`src/rtl/zxto_pkg.sv`:
```
package zxto_pkg;
  localparam int TMO_W_DEF  = 16;
  localparam int N_CUR_DEF  = 3;
  localparam int ADDR_W     = 2;
  localparam logic [ADDR_W-1:0] ADDR_TMO = 2'd0;
  localparam logic [ADDR_W-1:0] ADDR_CLR = 2'd1;

  typedef enum logic {
    MON_RUN  = 1'b0,
    MON_DONE = 1'b1
  } mon_state_e;
endpackage

```
`src/rtl/zxto_regs.sv`:
```
module zxto_regs
  import zxto_pkg::*;
#(
  parameter int TMO_W = TMO_W_DEF,
  parameter int N_MON = N_CUR_DEF + 1
) (
  input  logic              clk,
  input  logic              rst_n,
  input  logic              wr_en,
  input  logic [ADDR_W-1:0] wr_addr,
  input  logic [TMO_W-1:0]  wr_data,
  output logic [TMO_W-1:0]  tmo_q,
  output logic [TMO_W-1:0]  load_val,
  output logic              load_all,
  output logic [N_MON-1:0]  clr_mask
);
  logic hit_tmo, hit_clr;

  assign hit_tmo  = wr_en && (wr_addr == ADDR_TMO);
  assign hit_clr  = wr_en && (wr_addr == ADDR_CLR);
  assign load_all = hit_tmo;
  assign load_val = hit_tmo ? wr_data : tmo_q;
  assign clr_mask = hit_clr ? wr_data[N_MON-1:0] : '0;

  always_ff @(posedge clk or negedge rst_n) begin
    if (!rst_n) tmo_q <= '1;
    else if (hit_tmo) tmo_q <= wr_data;
  end

  AST_TMO_WRITE: assert property (@(posedge clk) disable iff (!rst_n)
    (wr_en && wr_addr == ADDR_TMO) |=> tmo_q == $past(wr_data));
  AST_OTHER_ADDR_KEEP: assert property (@(posedge clk) disable iff (!rst_n)
    (wr_en && wr_addr != ADDR_TMO) |=> $stable(tmo_q));
endmodule

```
`src/rtl/zxto_route.sv`:
```
module zxto_route #(
  parameter int N_CUR = 3
) (
  input  logic               clk,
  input  logic               rst_n,
  input  logic               grp_sel,
  input  logic [2*N_CUR-1:0] zx_cur,
  output logic [N_CUR-1:0]   zx_sel,
  output logic               grp_chg
);
  logic grp_q;

  always_ff @(posedge clk or negedge rst_n) begin
    if (!rst_n) grp_q <= 1'b0;
    else grp_q <= grp_sel;
  end

  assign grp_chg = grp_sel ^ grp_q;

  for (genvar i = 0; i < N_CUR; i++) begin : g_mux
    assign zx_sel[i] = grp_sel ? zx_cur[N_CUR + i] : zx_cur[i];
  end
endmodule

```
`src/rtl/zxto_chan.sv`:
```
module zxto_chan
  import zxto_pkg::*;
#(
  parameter int TMO_W = TMO_W_DEF
) (
  input  logic             clk,
  input  logic             rst_n,
  input  logic             tick,
  input  logic             reload,
  input  logic [TMO_W-1:0] load_val,
  output logic             fire
);
  logic [TMO_W-1:0] cnt;
  mon_state_e       st;

  assign fire = tick && !reload && (st == MON_RUN) && (cnt == '0);

  always_ff @(posedge clk or negedge rst_n) begin
    if (!rst_n) begin
      cnt <= '1;
      st  <= MON_RUN;
    end else if (reload) begin
      cnt <= load_val;
      st  <= MON_RUN;
    end else if (tick && st == MON_RUN) begin
      if (cnt == '0) st <= MON_DONE;
      else cnt <= cnt - 1'b1;
    end
  end

  AST_RELOAD_VALUE: assert property (@(posedge clk) disable iff (!rst_n)
    reload |=> (cnt == $past(load_val)) && (st == MON_RUN));
  AST_TICK_STEP: assert property (@(posedge clk) disable iff (!rst_n)
    (tick && !reload && st == MON_RUN && cnt != '0) |=> cnt == $past(cnt) - 1'b1);
  AST_IDLE_HOLD: assert property (@(posedge clk) disable iff (!rst_n)
    (!tick && !reload) |=> $stable(cnt));
  AST_EXPIRED_HOLD: assert property (@(posedge clk) disable iff (!rst_n)
    (st == MON_DONE && !reload) |=> (cnt == '0) && (st == MON_DONE) && !fire);
endmodule

```
`src/rtl/zxto_flags.sv`:
```
module zxto_flags #(
  parameter int N_MON = 4
) (
  input  logic             clk,
  input  logic             rst_n,
  input  logic [N_MON-1:0] fire,
  input  logic [N_MON-1:0] clr,
  output logic [N_MON-1:0] flag_q
);
  always_ff @(posedge clk or negedge rst_n) begin
    if (!rst_n) flag_q <= '0;
    else flag_q <= (flag_q & ~clr) | fire;
  end

  AST_FIRE_SETS: assert property (@(posedge clk) disable iff (!rst_n)
    (fire != '0) |=> (flag_q & $past(fire)) == $past(fire));
  AST_NO_SPURIOUS_SET: assert property (@(posedge clk) disable iff (!rst_n)
    (fire == '0) |=> (flag_q & ~$past(flag_q)) == '0);
  AST_STICKY: assert property (@(posedge clk) disable iff (!rst_n)
    (clr == '0) |=> (flag_q & $past(flag_q)) == $past(flag_q));
endmodule

```
`src/rtl/zxto_monitor.sv`:
```
module zxto_monitor
  import zxto_pkg::*;
#(
  parameter int TMO_W = TMO_W_DEF,
  parameter int N_CUR = N_CUR_DEF
) (
  input  logic               clk,
  input  logic               rst_n,
  input  logic               tick_i,
  input  logic               zx_volt_i,
  input  logic [2*N_CUR-1:0] zx_cur_i,
  input  logic               grp_sel_i,
  input  logic               wr_en_i,
  input  logic [ADDR_W-1:0]  wr_addr_i,
  input  logic [TMO_W-1:0]   wr_data_i,
  output logic [TMO_W-1:0]   tmo_value_o,
  output logic [N_CUR:0]     tmo_flag_o
);
  localparam int N_MON = N_CUR + 1;

  logic [TMO_W-1:0] load_val;
  logic             load_all;
  logic [N_MON-1:0] clr_mask;
  logic [N_CUR-1:0] zx_sel;
  logic             grp_chg;
  logic [N_MON-1:0] reload;
  logic [N_MON-1:0] fire;

  zxto_regs #(.TMO_W(TMO_W), .N_MON(N_MON)) u_regs (
    .clk(clk), .rst_n(rst_n), .wr_en(wr_en_i), .wr_addr(wr_addr_i),
    .wr_data(wr_data_i), .tmo_q(tmo_value_o), .load_val(load_val),
    .load_all(load_all), .clr_mask(clr_mask)
  );

  zxto_route #(.N_CUR(N_CUR)) u_route (
    .clk(clk), .rst_n(rst_n), .grp_sel(grp_sel_i), .zx_cur(zx_cur_i),
    .zx_sel(zx_sel), .grp_chg(grp_chg)
  );

  assign reload[0] = load_all | zx_volt_i;
  for (genvar i = 0; i < N_CUR; i++) begin : g_cur_reload
    assign reload[i+1] = load_all | grp_chg | zx_sel[i];
  end

  for (genvar m = 0; m < N_MON; m++) begin : g_mon
    zxto_chan #(.TMO_W(TMO_W)) u_chan (
      .clk(clk), .rst_n(rst_n), .tick(tick_i), .reload(reload[m]),
      .load_val(load_val), .fire(fire[m])
    );
  end

  zxto_flags #(.N_MON(N_MON)) u_flags (
    .clk(clk), .rst_n(rst_n), .fire(fire), .clr(clr_mask), .flag_q(tmo_flag_o)
  );

  AST_VOLT_IGNORES_GROUP: assert property (@(posedge clk) disable iff (!rst_n)
    (grp_chg && !load_all && !zx_volt_i) |-> !reload[0]);
endmodule

```
`config.mk`:
```
export PLATFORM = sky130hd
export DESIGN_NAME = zxto_monitor
export DESIGN_NICKNAME = d
export VERILOG_FILES = /design/src/rtl/zxto_pkg.sv /design/src/rtl/zxto_regs.sv /design/src/rtl/zxto_route.sv /design/src/rtl/zxto_chan.sv /design/src/rtl/zxto_flags.sv /design/src/rtl/zxto_monitor.sv
export SDC_FILE = /design/constraint.sdc
export NUM_CORES = 1
export LEC_CHECK = 0
export ABC_AREA = 1
export CORE_ASPECT_RATIO = 0.6
export CORE_MARGIN = 8
export CORE_UTILIZATION = 50
export DETAILED_ROUTE_END_ITERATION = 10
export PLACE_DENSITY = 0.75
export REMOVE_ABC_BUFFERS = 1
export SYNTH_ARGS = -nofsm -noshare
export SYNTH_HDL_FRONTEND = slang
export SYNTH_SLANG_ARGS = --single-unit
```
`constraint.sdc`:
```
create_clock -name clk -period 1.5 [get_ports clk]
set_input_delay 0.225 -clock clk [delete_from_list [all_inputs] [get_ports clk]]
set_output_delay 0.225 -clock clk [all_outputs]
set_load 0.02 [all_outputs]
```
==> impl_metrics.tcl <==
set metrics [dict create \
    whs_ps 326 \
    cts_buffer_depth 2 \
    grt.total_usage_pct 26.0 \
    synth_top_cell_area_share_pct 34.6 \
    tritoncts "done" \
    drcViolationCount 0 \
    initial_core_util_pct 50.9 \
    syn-cell-area_um2 6080 \
    drive_gt1_share_pct 39.9 \
    seq_area_frac_synth_pct 38.3 \
    htreeDepth 3 \
    ant_nets 0 \
    dp.cells 1214 \
    fin_crit_ps 1570 \
    synthArstFlopShare_pct 100 \
    crit_fanout 8 \
    pin_count 50 \
    worstSetupStartpointType "flip-flop" \
    outcome "finished with violations" \
    max_cap_violations 0 \
    fmax_ghz 0.635 \
    placed_cell_area_um2 7660 \
    die_x_um 158 \
    routedWlPerCell_um 18.1 \
    fin_skew_ps 12.1 \
    synth_cells 897 \
    nets 1123 \
    min_period_over_period_pct 105 \
    antenna_found_initial 0 \
    final_area_um2 9120 \
    synthTopCellsByArea "dfstp_2 (35%), nand2_1 (22%), nand3_1 (9.0%)" \
    setup_slack_ps -74.4 \
    wirelength_um 22700 \
    power.density_nw_per_um2 1190 \
    drt_iter0_drc 566 \
    clkTransAtPathRegs_ps 70 \
    synth_area_leader_cell "dfstp_2" \
    core_area_um2 11900 \
    diodes 0 \
    vias_per_cell 5.58 \
    synth-edff-count 0 \
    gr-total-overflow 0 \
    die_h_um 101 \
    violations "negative setup slack" \
    cts_sinks 89 \
    worstSetupEndpointType "flip-flop" \
    slew_headroom_pct 75.7 \
    place.gp.congestion 0.941 \
    total_power_mw 10.8 \
    io_buffers 49 \
    reg2regPathDepth 9 \
    rows 31 \
    grt_pass1_vias 6379 \
    required_ps 1790 \
    area_growth_syn_to_layout_pct 49.9 \
    ys_top_cells_by_count "nand2_1 (358), nand3_1 (110), nor2_1 (100)" \
    final_cells 1256 \
    drt_pass1_iterations 5 \
    ys_warn_count 0 \
    ys_dominant_reg_cell "dfstp_2" \
    syn_area_per_cell_um2 6.78 \
    hold_viol 0 \
    slew_viol_final 0 \
    utilization_pct 76.3 \
    place_hpwl_um 14000 \
    grt_first_pass_wirelength_um 32600 \
    synth-seq-cells 89 \
    yosysUniqueCellTypes 31 \
    worstPathArrival_ps 1860 \
    hp-class "in2async" \
    setup_viol 46 \
    die_area_um2 16100 \
    fillers 843 \
    ir_worst_vdd_mv 0.657 \
    vias 7010 \
    clk_latency_ps 350 \
    pre_cts_slack_ps -405 \
    p_leak_nw 4.47 \
    fin_setup_tns_ps -2030 \
    worstMarginPinSlew_ps 363 \
    rsz0062_at_grt "true" \
    synth_most_common_cell "nand2_1" \
    crit_type "reg2reg" \
    grt_max_degree 38 \
    clockRootBuffer "clkbuf_16" \
    cts-buffers-inserted 9 \
]
## power by group
part / switching, mW / total [mW] / internal, mW
logic: 2.86 / 4.85 / 1.99
registers: 0.423 / 3.58 / 3.16
clock network: 0.998 / 2.38 / 1.38
## critical path, stage by stage, from the launching register on
cell     delay [ps]
dfstp_2         580
inv_4            60
ha_4            170
nand3_4          90
nor2_4           40
nand2_2          80
nand2_4         110
nor2_8          230
nand2_2          80
nand3_2          60
## cells in the final DEF, fill, tap and decap left out, types with 2 or more instances in the layout
| cell | synthesis | final |
|---|---|---|
| nand2_8 | 1 | 4 |
| nand2_1 | 358 | 300 |
| nor2_2 | 3 | 22 |
| inv_1 | 88 | 76 |
| xor2_1 | 12 | 12 |
| ha_4 | 0 | 7 |
| clkbuf_8 | 0 | 2 |
| o21ai_0 | 37 | 27 |
| dlygate4sd2_1 | 0 | 21 |
| nand3_1 | 110 | 81 |
| o21ai_1 | 18 | 16 |
| nor2_8 | 5 | 5 |
| inv_6 | 0 | 2 |
| nand3_2 | 0 | 24 |
| dfrtp_1 | 9 | 9 |
| inv_4 | 0 | 4 |
| buf_6 | 9 | 19 |
| nor2_1 | 100 | 66 |
| a21oi_2 | 0 | 2 |
| clkbuf_16 | 0 | 11 |
| o21ai_4 | 2 | 2 |
| buf_12 | 0 | 12 |
| nand2_2 | 4 | 45 |
| xnor2_1 | 2 | 2 |
| buf_4 | 2 | 108 |
| nor2_4 | 4 | 20 |
| nand4_1 | 5 | 5 |
| nand2_4 | 5 | 21 |
| clkinv_2 | 0 | 3 |
| clkinv_4 | 0 | 2 |
| inv_2 | 6 | 10 |
| nand3b_1 | 8 | 8 |
| nand3_4 | 1 | 6 |
| buf_8 | 0 | 3 |
| or2_4 | 0 | 2 |
| clkdlybuf4s50_1 | 0 | 25 |
| clkbuf_1 | 1 | 2 |
| dfstp_2 | 80 | 80 |
| dlymetal6s2s_1 | 0 | 2 |
| o21ai_2 | 3 | 15 |
## logic make-up after synthesis
logic type,count (synthesis),synth area share (%)
buf+inv,115,8.51
xor+xnor,14,2.02
compound gates,66,6.11
fa+ha+maj,7,1.44
flops,89,38.3
simple gates,606,43.7
## state kept, by name, indices dropped and copies added (netlist names)
| register | count |
|---|---|
| u_regs.tmo_q | 16 |
| u_route.grp_q | 1 |
| u_flags.flag_q | 4 |
| g_mon.u_chan.cnt | 64 |
| g_mon.u_chan.st | 4 |
## area by class of cell
class | instances | area [um2] | area share [%]
Clock buffer | 13 | 260 | 2.85
Clock inverter | 3 | 40.0 | 0.439
Inverter | 94 | 390 | 4.28
Multi-Input combinational cell | 696 | 4020 | 44.1
Sequential cell | 89 | 2330 | 25.5
Tap cell | 165 | 206 | 2.26
Timing Repair Buffer | 194 | 1860 | 20.4
Timing Repair inverter | 2 | 13.8 | 0.151
## path summary, 6_finish.rpt
check | to | startpoint | slack (ps)
hold reg to reg | g_mon[2].u_chan.cnt[1] | g_mon[2].u_chan.cnt[1] | 470
setup reg to reg | g_mon[1].u_chan.cnt[11] | g_mon[1].u_chan.cnt[0] | -70
hold / removal | g_mon[0].u_chan.st | rst_n | 330
max in group asynchronous | g_mon[1].u_chan.cnt[4] | rst_n | 570
min in group clk | u_route.grp_q | grp_sel_i | 370
setup / recovery | g_mon[1].u_chan.cnt[11] | g_mon[1].u_chan.cnt[0] | -70
## what timing repair did
action	CTS	global route
endpoints found under the hold margin	3	0
gates resized for setup	116	171
hold buffers	1	0
setup endpoints to repair	82	67
pin swaps	36	55
setup buffers	9	10
gates cloned	4	4
## routing by layer
metal	wire, um	vias up	track usage, %	share of wire (%)
met5	0	-	0	0
met4	877	0	10.2	3.9
met3	2190	96	6.82	9.7
met2	10400	401	40.1	46
met1	9190	3304	34.2	41
li1	-	3209	-	-
Power figures use the tool's default switching activity.
